==> config.mk <==
export PLATFORM = sky130hd
export DESIGN_NAME = pix_unpack
export DESIGN_NICKNAME = d
export VERILOG_FILES = /design/src/rtl/pix_unpack_pkg.sv /design/src/rtl/pix_field_sel.sv /design/src/rtl/pix_slot_ctr.sv /design/src/rtl/pix_unpack.sv
export SDC_FILE = /design/constraint.sdc
export NUM_CORES = 1
export LEC_CHECK = 0
export ABC_AREA = 0
export BUFFER_PORTS_ARGS = -buffer_cell sky130_fd_sc_hd__buf_2
export CAP_MARGIN = 20
export CELL_PAD_IN_SITES_DETAIL_PLACEMENT = 1
export CELL_PAD_IN_SITES_GLOBAL_PLACEMENT = 1
export CORE_MARGIN = 5
export CORE_UTILIZATION = 40
export CTS_CLUSTER_DIAMETER = 200
export DETAILED_ROUTE_END_ITERATION = 8
export PLACE_DENSITY_LB_ADDON = 0.1
export SYNTH_ARGS = -nofsm -noshare
export SYNTH_HDL_FRONTEND = slang
export SYNTH_SLANG_ARGS = --single-unit
export TNS_END_PERCENT = 5
==> constraint.sdc <==
create_clock -name clk -period 3.14 [get_ports clk]
set_input_delay 0.628 -clock clk [delete_from_list [all_inputs] [get_ports clk]]
set_output_delay 0.628 -clock clk [all_outputs]
set_load 0.02 [all_outputs]
==> src/rtl/pix_unpack_pkg.sv <==
package pix_unpack_pkg;
   // Width selector: field width is 1 << code
   typedef enum logic [1:0] {
      PW_1 = 2'd0,
      PW_2 = 2'd1,
      PW_4 = 2'd2,
      PW_8 = 2'd3
   } pix_width_e;

   function automatic int unsigned pix_per_word(input int unsigned word_w, input int unsigned code);
      return word_w >> code;
   endfunction
endpackage

==> src/rtl/pix_field_sel.sv <==
module pix_field_sel #(
   parameter int unsigned BYTE_W = 8,
   parameter int unsigned IDX_W  = 8,
   localparam int unsigned SLOT_W  = $clog2(BYTE_W),
   localparam int unsigned NUM_W   = SLOT_W + 1,
   localparam int unsigned WCODE_W = $clog2(NUM_W)
) (
   input  logic [BYTE_W-1:0]  word_i,
   input  logic [WCODE_W-1:0] width_i,
   input  logic               low_first_i,
   input  logic [SLOT_W-1:0]  slot_i,
   output logic [IDX_W-1:0]   idx_o
);
   logic [BYTE_W-1:0] cand [NUM_W];

   for (genvar g = 0; g < NUM_W; g++) begin : g_width
      localparam int unsigned FW = 1 << g;
      localparam int unsigned NP = BYTE_W / FW;
      localparam logic [BYTE_W-1:0] FMASK = BYTE_W'((64'd1 << FW) - 64'd1);
      logic [SLOT_W-1:0] pos;
      // Field position: count up from the bottom or down from the top
      assign pos = low_first_i ? slot_i : (SLOT_W'(NP - 1) - slot_i);
      assign cand[g] = (word_i >> (32'(pos) * FW)) & FMASK;
   end

   assign idx_o = IDX_W'(cand[width_i]);
endmodule

==> src/rtl/pix_slot_ctr.sv <==
module pix_slot_ctr #(
   parameter int unsigned BYTE_W = 8,
   localparam int unsigned SLOT_W  = $clog2(BYTE_W),
   localparam int unsigned WCODE_W = $clog2(SLOT_W + 1)
) (
   input  logic               clk,
   input  logic               rst,
   input  logic               load_i,
   input  logic               step_i,
   input  logic [WCODE_W-1:0] width_i,
   output logic [SLOT_W-1:0]  slot_o,
   output logic               last_o
);
   logic [SLOT_W-1:0] slot_q;

   always_ff @(posedge clk) begin
      if (rst)         slot_q <= '0;
      else if (load_i) slot_q <= '0;
      else if (step_i) slot_q <= slot_q + 1'b1;
   end

   assign slot_o = slot_q;
   assign last_o = (slot_q == SLOT_W'(pix_unpack_pkg::pix_per_word(BYTE_W, 32'(width_i)) - 1));
endmodule

==> src/rtl/pix_unpack.sv <==
module pix_unpack #(
   parameter int unsigned BYTE_W = 8,
   parameter int unsigned IDX_W  = 8,
   localparam int unsigned SLOT_W  = $clog2(BYTE_W),
   localparam int unsigned WCODE_W = $clog2(SLOT_W + 1)
) (
   input  logic               clk,
   input  logic               rst,
   input  logic [WCODE_W-1:0] cfg_width,
   input  logic               cfg_low_first,
   input  logic [BYTE_W-1:0]  in_data,
   input  logic               in_valid,
   output logic               in_ready,
   output logic [IDX_W-1:0]   out_idx,
   output logic               out_valid,
   input  logic               out_ready
);
   if (BYTE_W != (1 << SLOT_W) || BYTE_W < 2) begin : g_bad_byte
      $error("pix_unpack: BYTE_W must be a power of two, at least 2");
   end
   if (IDX_W < BYTE_W) begin : g_bad_idx
      $error("pix_unpack: IDX_W must be at least BYTE_W");
   end

   logic                full_q;
   logic [BYTE_W-1:0]   word_q;
   logic [WCODE_W-1:0]  width_q;
   logic                lowf_q;
   logic [SLOT_W-1:0]   slot;
   logic                last;
   logic                fire, drain, load;

   assign fire     = full_q & out_ready;
   assign drain    = fire & last;
   assign in_ready = ~full_q | drain;
   assign load     = in_valid & in_ready;

   always_ff @(posedge clk) begin
      if (rst) begin
         full_q  <= 1'b0;
         word_q  <= '0;
         width_q <= '0;
         lowf_q  <= 1'b0;
      end else if (load) begin
         full_q  <= 1'b1;
         word_q  <= in_data;
         width_q <= cfg_width;
         lowf_q  <= cfg_low_first;
      end else if (drain) begin
         full_q  <= 1'b0;
      end
   end

   pix_slot_ctr #(.BYTE_W(BYTE_W)) u_ctr (
      .clk     (clk),
      .rst     (rst),
      .load_i  (load),
      .step_i  (fire & ~last),
      .width_i (width_q),
      .slot_o  (slot),
      .last_o  (last)
   );

   pix_field_sel #(.BYTE_W(BYTE_W), .IDX_W(IDX_W)) u_sel (
      .word_i      (word_q),
      .width_i     (width_q),
      .low_first_i (lowf_q),
      .slot_i      (slot),
      .idx_o       (out_idx)
   );

   assign out_valid = full_q;
endmodule

==> flow_metrics.py, run 1 <==
metrics = {
    "cells_and_area": {
        "nets": 190,
        "n_antenna_cell": 0,
        "multi_input_area_sq_um": 925,
        "design_area_sq_mm": 0.00146,
        "fillers": 378,
        "synthToLayoutAreaGrowth_pct": 13.4,
        "regArea_sq_um": 300,
        "drive_gt1_frac": 0.244,
    },
    "routing": {
        "drc": 0,
        "drt_iter0_drc": 45,
        "wl_per_cell_um": 15.4,
        "num_vias": 1209,
        "wl_met2_um": 1610,
        "wl_met1_um": 1600,
        "drtAntennaViolNets": 0,
        "first_pass_iters": 4,
        "wl_met3_um": 98,
        "top_layer": "met4",
        "vias_per_cell": 5.60,
        "wirelength_um": 3320,
    },
    "timing": {
        "grt_setup_unrepaired": "no",
        "period_share": 0.930,
        "tightestPinTransition_ps": 512,
        "fin_tns_setup_ps": 0,
        "max_freq_mhz": 342,
        "maxSlewHeadroom": 0.659,
        "fin_crit_ps": 2920,
        "finalMaxSlewViolations": 0,
        "finalHoldViolCount": 0,
        "setup_viol": 0,
        "clock_skew_ps": 5.39,
    },
    "setup_path": {
        "r2r_start": "width_q[1]",
        "crit_arrival_ps": 2290,
        "worstPathMaxFanout": 8,
        "required_ps": 2510,
        "timing.rr.end": "word_q[0]",
        "crit_path_start_kind": "register",
        "reg2reg_depth": 5,
        "worst-r2r-setup-slack_ps": 1090,
        "end_kind": "output pin",
        "critPathKind": "register to output pin",
    },
    "yosys": {
        "synth_nets": 167,
        "synth-warning-count": 0,
        "ys_ff_latch": 15,
        "yosysSeqAreaShare": 0.233,
        "synth_edf_count": 0,
        "synth_flop_cell": "dfxtp_1",
        "avgSynthCellArea_sq_um": 8.61,
        "synthCells": 150,
        "post_synth_num_cell_types": 47,
        "syn_area_sq_mm": 0.00129,
        "synthArstFlopShare": 0,
    },
    "global_route": {
        "antenna_found_initial": 0,
        "grt-ovfl-total": 0,
        "grt_pass1_wl_um": 5780,
        "grt_max_degree": 27,
        "grt_pass1_vias": 1252,
        "track_usage": 0.166,
    },
    "place": {
        "place_hpwl_um": 2560,
        "gp_congestion": 0.850,
        "place_area_sq_mm": 0.00144,
        "numPortBuffers": 24,
    },
    "floorplanning": {
        "die_h_um": 66.8,
        "core-area_sq_mm": 0.00308,
        "start_util": 0.420,
        "std_cell_rows": 20,
        "dieArea_sq_mm": 0.00446,
        "die_x_um": 66.8,
        "ios": 25,
    },
    "clock_network": {
        "clockRootBuffer": "clkbuf_4",
        "ctsResizeCount": 0,
        "cts_tree": "done",
        "ctsHoldBuffers": 0,
        "cts.clk_slew.worst_paths_ps": 100,
        "cts_max_path_buffers": 2,
        "clk_latency_ps": 280,
        "post_cts_buffers": 0,
        "htree_levels": 1,
        "cts_sinks": 15,
        "numCtsBuffers": 3,
    },
    "hold_path": {
        "min_path_type": "register to register",
        "holdCritStartpoint": "word_q[3]",
        "hold_depth": 2,
        "holdPathEnd": "word_q[3]",
    },
    "flow_run": {
        "max-cap-violations": 0,
    },
    "pwr": {
        "finalPower_mw": 0.457,
        "peakVddDrop_mv": 0.254,
        "p_leak_nw": 0.597,
        "power_density_mw_per_mm2": 313,
    },
    "outcome": {
        "outcome": "finished clean",
    },
}
[cells in the mapped netlist (3+ instances only)]
master / number / share of area
inv_1: 4 / 0.012
nor3b_1: 4 / 0.023
mux2i_1: 15 / 0.12
o21ai_0: 3 / 0.012
nand2_1: 6 / 0.017
and3_1: 4 / 0.019
a21oi_1: 6 / 0.023
clkbuf_1: 5 / 0.015
nor2b_1: 4 / 0.019
a21boi_0: 4 / 0.023
nand2b_1: 22 / 0.11
mux2_2: 4 / 0.035
nand3_1: 3 / 0.012
nor2_1: 3 / 0.0087
dfxtp_1: 15 / 0.23
[cell families after synthesis]
| logic type | count (synthesis) | synth area share |
|---|---|---|
| AND/OR/NAND/NOR | 66 | 0.324 |
| buffers and inverters | 13 | 0.0514 |
| flip-flops | 15 | 0.233 |
| adder cells (fa/ha/maj) | 2 | 0.0194 |
| AO/OA/AOI/OAI | 33 | 0.208 |
| XOR/XNOR | 2 | 0.0136 |
| multiplexers | 19 | 0.151 |
[flip-flops by register name, summed over array words and instances, names as in the netlist]
name / count
out_valid: 1
word_q: 8
u_ctr.slot_o: 3
lowf_q: 1
width_q: 2
[cell type report]
class                      instances  share of cell area
clock buffer                       4              0.0179
multi-input combinational        122               0.632
inverter                           4              0.0103
timing repair buffer              27              0.0974
sequential                        15               0.205
tap                               44              0.0376
[metrics by stage]
| stage | std cells | util | hold slack (ps) | setup WS, ps |
|---|---|---|---|---|
| floorplan | 150 | - | 471 | 323 |
| global placement | 212 | 0.467 | 512 | 619 |
| detailed placement | 212 | 0.467 | 529 | 538 |
| CTS | 216 | 0.476 | 545 | 210 |
| global route | 216 | 0.476 | 571 | 40.2 |
| finish | 216 | 0.476 | 535 | 219 |
[routing by layer]
metal | up-vias | global-route usage
met5 | - | 0
met2 | 13 | 0.272
met3 | 2 | 0.0236
met1 | 592 | 0.224
met4 | 0 | 0.0457
li1 | 602 | -
[worst max-delay path, stage by stage, from the launching register on]
cell and delay, ps:
dfxtp_1 340, inv_1 90, ha_1 340, nor4b_1 60
o311a_1 460, o211a_1 250, a311o_1 310, buf_2 160
[cell usage in the layout, fill, tap and decap left out, types with 2 or more instances in the layout]
master,count
inv_1,4
nand2b_1,22
ha_1,2
nand4bb_1,2
clkbuf_4,3
mux2_2,4
nor2b_1,4
nand2_1,6
or2_2,2
o221ai_1,2
nand4_1,2
and3_1,4
mux2i_1,15
and2_1,2
nor4b_1,2
o22ai_1,2
nor3b_1,4
nand3_1,3
or3b_2,2
xor2_1,2
buf_4,3
or3_1,2
nor3_1,2
nor2_1,3
a21boi_0,4
buf_2,24
o21ai_0,3
a21oi_1,6
dfxtp_1,15
nand3b_1,2
a31o_2,2
[worst max-delay path by stage]
stage | end | slack [ps] | cells after the start | from
4_1_cts | out_idx[1] | 210 | 7 | u_ctr.slot_o[0]
3_3_place_gp | out_idx[1] | 620 | 7 | u_ctr.slot_o[0]
2_1_floorplan | out_idx[2] | 320 | 7 | u_ctr.slot_o[1]
3_5_place_dp | out_idx[1] | 540 | 7 | u_ctr.slot_o[0]
5_1_grt | out_idx[2] | 40 | 7 | u_ctr.slot_o[0]
6_report | out_idx[1] | 220 | 7 | u_ctr.slot_o[0]
[report_power, final]
| group | internal, mW | switching, mW | total, mW |
|---|---|---|---|
| clock network | 0.0492 | 0.0631 | 0.112 |
| logic | 0.0583 | 0.0622 | 0.120 |
| registers | 0.202 | 0.0228 | 0.225 |
(Power assumes the default switching activity.)
==> run 2, diff against run 1 <==
--- a/config.mk
+++ b/config.mk
@@ -6,7 +6,6 @@
 export NUM_CORES = 1
 export LEC_CHECK = 0
 export ABC_AREA = 0
-export BUFFER_PORTS_ARGS = -buffer_cell sky130_fd_sc_hd__buf_2
 export CAP_MARGIN = 20
 export CELL_PAD_IN_SITES_DETAIL_PLACEMENT = 1
 export CELL_PAD_IN_SITES_GLOBAL_PLACEMENT = 1
@@ -14,8 +13,10 @@
 export CORE_UTILIZATION = 40
 export CTS_CLUSTER_DIAMETER = 200
 export DETAILED_ROUTE_END_ITERATION = 8
+export DONT_BUFFER_PORTS = 1
 export PLACE_DENSITY_LB_ADDON = 0.1
 export SYNTH_ARGS = -nofsm -noshare
 export SYNTH_HDL_FRONTEND = slang
+export SYNTH_HIERARCHICAL = 1
 export SYNTH_SLANG_ARGS = --single-unit
 export TNS_END_PERCENT = 5
==> run 2 against run 1 <==
Net effect: final area is 7.8% lower; worst hold slack worse by 140 ps; via count is 11% lower; die area is 1.2% higher; largest cell class unchanged; largest power group unchanged.
==> flow_metrics.py, run 2 <==
metrics = {
    "clock_network": {
        "ctsResizeCount": 0,
        "post_cts_buffers": 0,
        "cts_max_path_buffers": 2,
        "cts_sinks": 15,
        "htree_levels": 1,
        "cts.clk_slew.worst_paths_ps": 90,
        "cts_tree": "done",
        "clk_latency_ps": 290,
        "ctsHoldBuffers": 0,
        "numCtsBuffers": 3,
        "clockRootBuffer": "clkbuf_4",
    },
    "yosys": {
        "synth_flop_cell": "dfxtp_1",
        "synth_nets": 161,
        "syn_area_sq_mm": 0.00131,
        "yosysTopAreaCellShare": 0.229,
        "synth_edf_count": 0,
        "yosys-top-cells-count": "nand2b_1 (23), mux2i_1 (17), dfxtp_1 (15)",
        "synthArstFlopShare": 0,
        "synthCells": 144,
        "yosysTopAreaCell": "dfxtp_1",
        "yosysSeqAreaShare": 0.229,
        "post_synth_num_cell_types": 46,
        "ys_ff_latch": 15,
        "yosysMostFrequentCell": "nand2b_1",
        "avgSynthCellArea_sq_um": 9.10,
        "synth-warning-count": 6,
        "synth_area_leaders": "dfxtp_1 (23%), mux2i_1 (13%), nand2b_1 (11%)",
    },
    "floorplanning": {
        "ios": 25,
        "die_h_um": 67.2,
        "start_util": 0.422,
        "die_x_um": 67.2,
        "dieArea_sq_mm": 0.00452,
        "std_cell_rows": 20,
        "core-area_sq_mm": 0.00310,
    },
    "timing": {
        "period_share": 0.946,
        "max_freq_mhz": 337,
        "grt_setup_unrepaired": "no",
        "maxSlewHeadroom": 0.638,
        "fin_crit_ps": 2970,
        "tightestPinTransition_ps": 543,
        "finalMaxSlewViolations": 0,
        "finalHoldViolCount": 0,
        "clock_skew_ps": 2.03,
        "setup_viol": 0,
        "fin_tns_setup_ps": 0,
    },
    "routing": {
        "wirelength_um": 3340,
        "drc": 0,
        "drt_iter0_drc": 40,
        "num_vias": 1070,
        "vias_per_cell": 5.66,
        "wl_per_cell_um": 17.7,
        "drtAntennaViolNets": 0,
        "first_pass_iters": 4,
    },
    "setup_path": {
        "end_kind": "output pin",
        "critPathKind": "register to output pin",
        "crit_path_start_kind": "register",
        "crit_arrival_ps": 2340,
        "worstPathMaxFanout": 10,
        "required_ps": 2510,
    },
    "global_route": {
        "track_usage": 0.157,
        "grt_pass1_wl_um": 5410,
        "grt_max_degree": 27,
        "grt_pass1_vias": 1085,
        "gr-max-usage-layer": "met2",
        "use_met1": 0.218,
        "use_met2": 0.248,
        "grt-ovfl-total": 0,
        "grt_use_met3": 0.0300,
        "antenna_found_initial": 0,
    },
    "pwr": {
        "peakVddDrop_mv": 0.279,
        "finalPower_mw": 0.443,
        "power_density_mw_per_mm2": 328,
        "p_leak_nw": 0.494,
    },
    "cells_and_area": {
        "largest_register_ffs": 8,
        "n_antenna_cell": 0,
        "final_cell_mix": "nand2b_1 (23), mux2i_1 (17), dfxtp_1 (15), nor2_1 (12), nand2_1 (10)",
        "drive_gt1_frac": 0.117,
        "nets": 163,
        "utilization": 0.435,
        "final_common_cell": "nand2b_1",
        "synthToLayoutAreaGrowth_pct": 3.06,
        "largest-register": "word_q",
    },
    "place": {
        "gp_congestion": 0.909,
        "place_hpwl_um": 2420,
        "numPortBuffers": 0,
    },
    "hold_path": {
        "min_path_type": "input pin to register",
    },
    "outcome": {
        "outcome": "finished clean",
    },
    "flow_run": {
        "max-cap-violations": 0,
    },
}
run 2: area by class of cell:
| class | instances | area (sq um) |
|---|---|---|
| clock buffer | 4 | 26.3 |
| fill | 392 | 1750 |
| sequential | 15 | 300 |
| multi-input combinational | 114 | 901 |
| timing repair buffer | 6 | 45.0 |
| inverter | 6 | 22.5 |
| tap | 44 | 55.1 |
run 2: critical path: stages (launching register included):
cell and delay [ps]:
dfxtp_1 670, inv_1 280, nor4_1 340, a211oi_1 110, o31a_1 310, a31oi_1 180, buf_4 170
run 2: path summary, 6_finish.rpt:
| check | from | end | slack (ps) | depth (start not counted) |
|---|---|---|---|---|
| worst max-delay path | lowf_q | out_idx[0] | 170 | 6 |
| worst min-delay path | rst | u_ctr/slot_o[2] | 400 | 1 |
| worst max register to register | width_q[0] | lowf_q | 1210 | 6 |
| worst min register to register | word_q[6] | word_q[6] | 570 | 2 |
run 2: where the power goes:
part / leakage (nW) / internal (mW) / total [mW] / switching [mW]
logic: 0.356 / 0.0497 / 0.102 / 0.0518
clock network: 0.0150 / 0.0494 / 0.115 / 0.0656
registers: 0.123 / 0.201 / 0.226 / 0.0251
run 2: cells by family after synthesis:
group | synth area share
AO/OA/AOI/OAI | 0.149
XOR/XNOR | 0.0411
adder cells (fa/ha/maj) | 0.0191
buffers and inverters | 0.0831
flip-flops | 0.229
multiplexers | 0.196
AND/OR/NAND/NOR | 0.283
run 2: metrics by stage:
step | std cells | setup WS (ps) | area (sq um) | hold slack, ps
2_1_floorplan | 144 | 584 | 1310 | 449
3_3_place_gp | 185 | 485 | 1320 | 556
3_5_place_dp | 185 | 493 | 1320 | 553
4_1_cts | 189 | 169 | 1350 | 388
5_1_grt | 189 | 109 | 1350 | 382
6_report | 189 | 170 | 1350 | 395
run 2: metal layers:
metal	vias up	routed length (um)
li1	520	-
met2	22	1520
met4	0	25
met1	526	1650
met3	2	148
met5	-	0
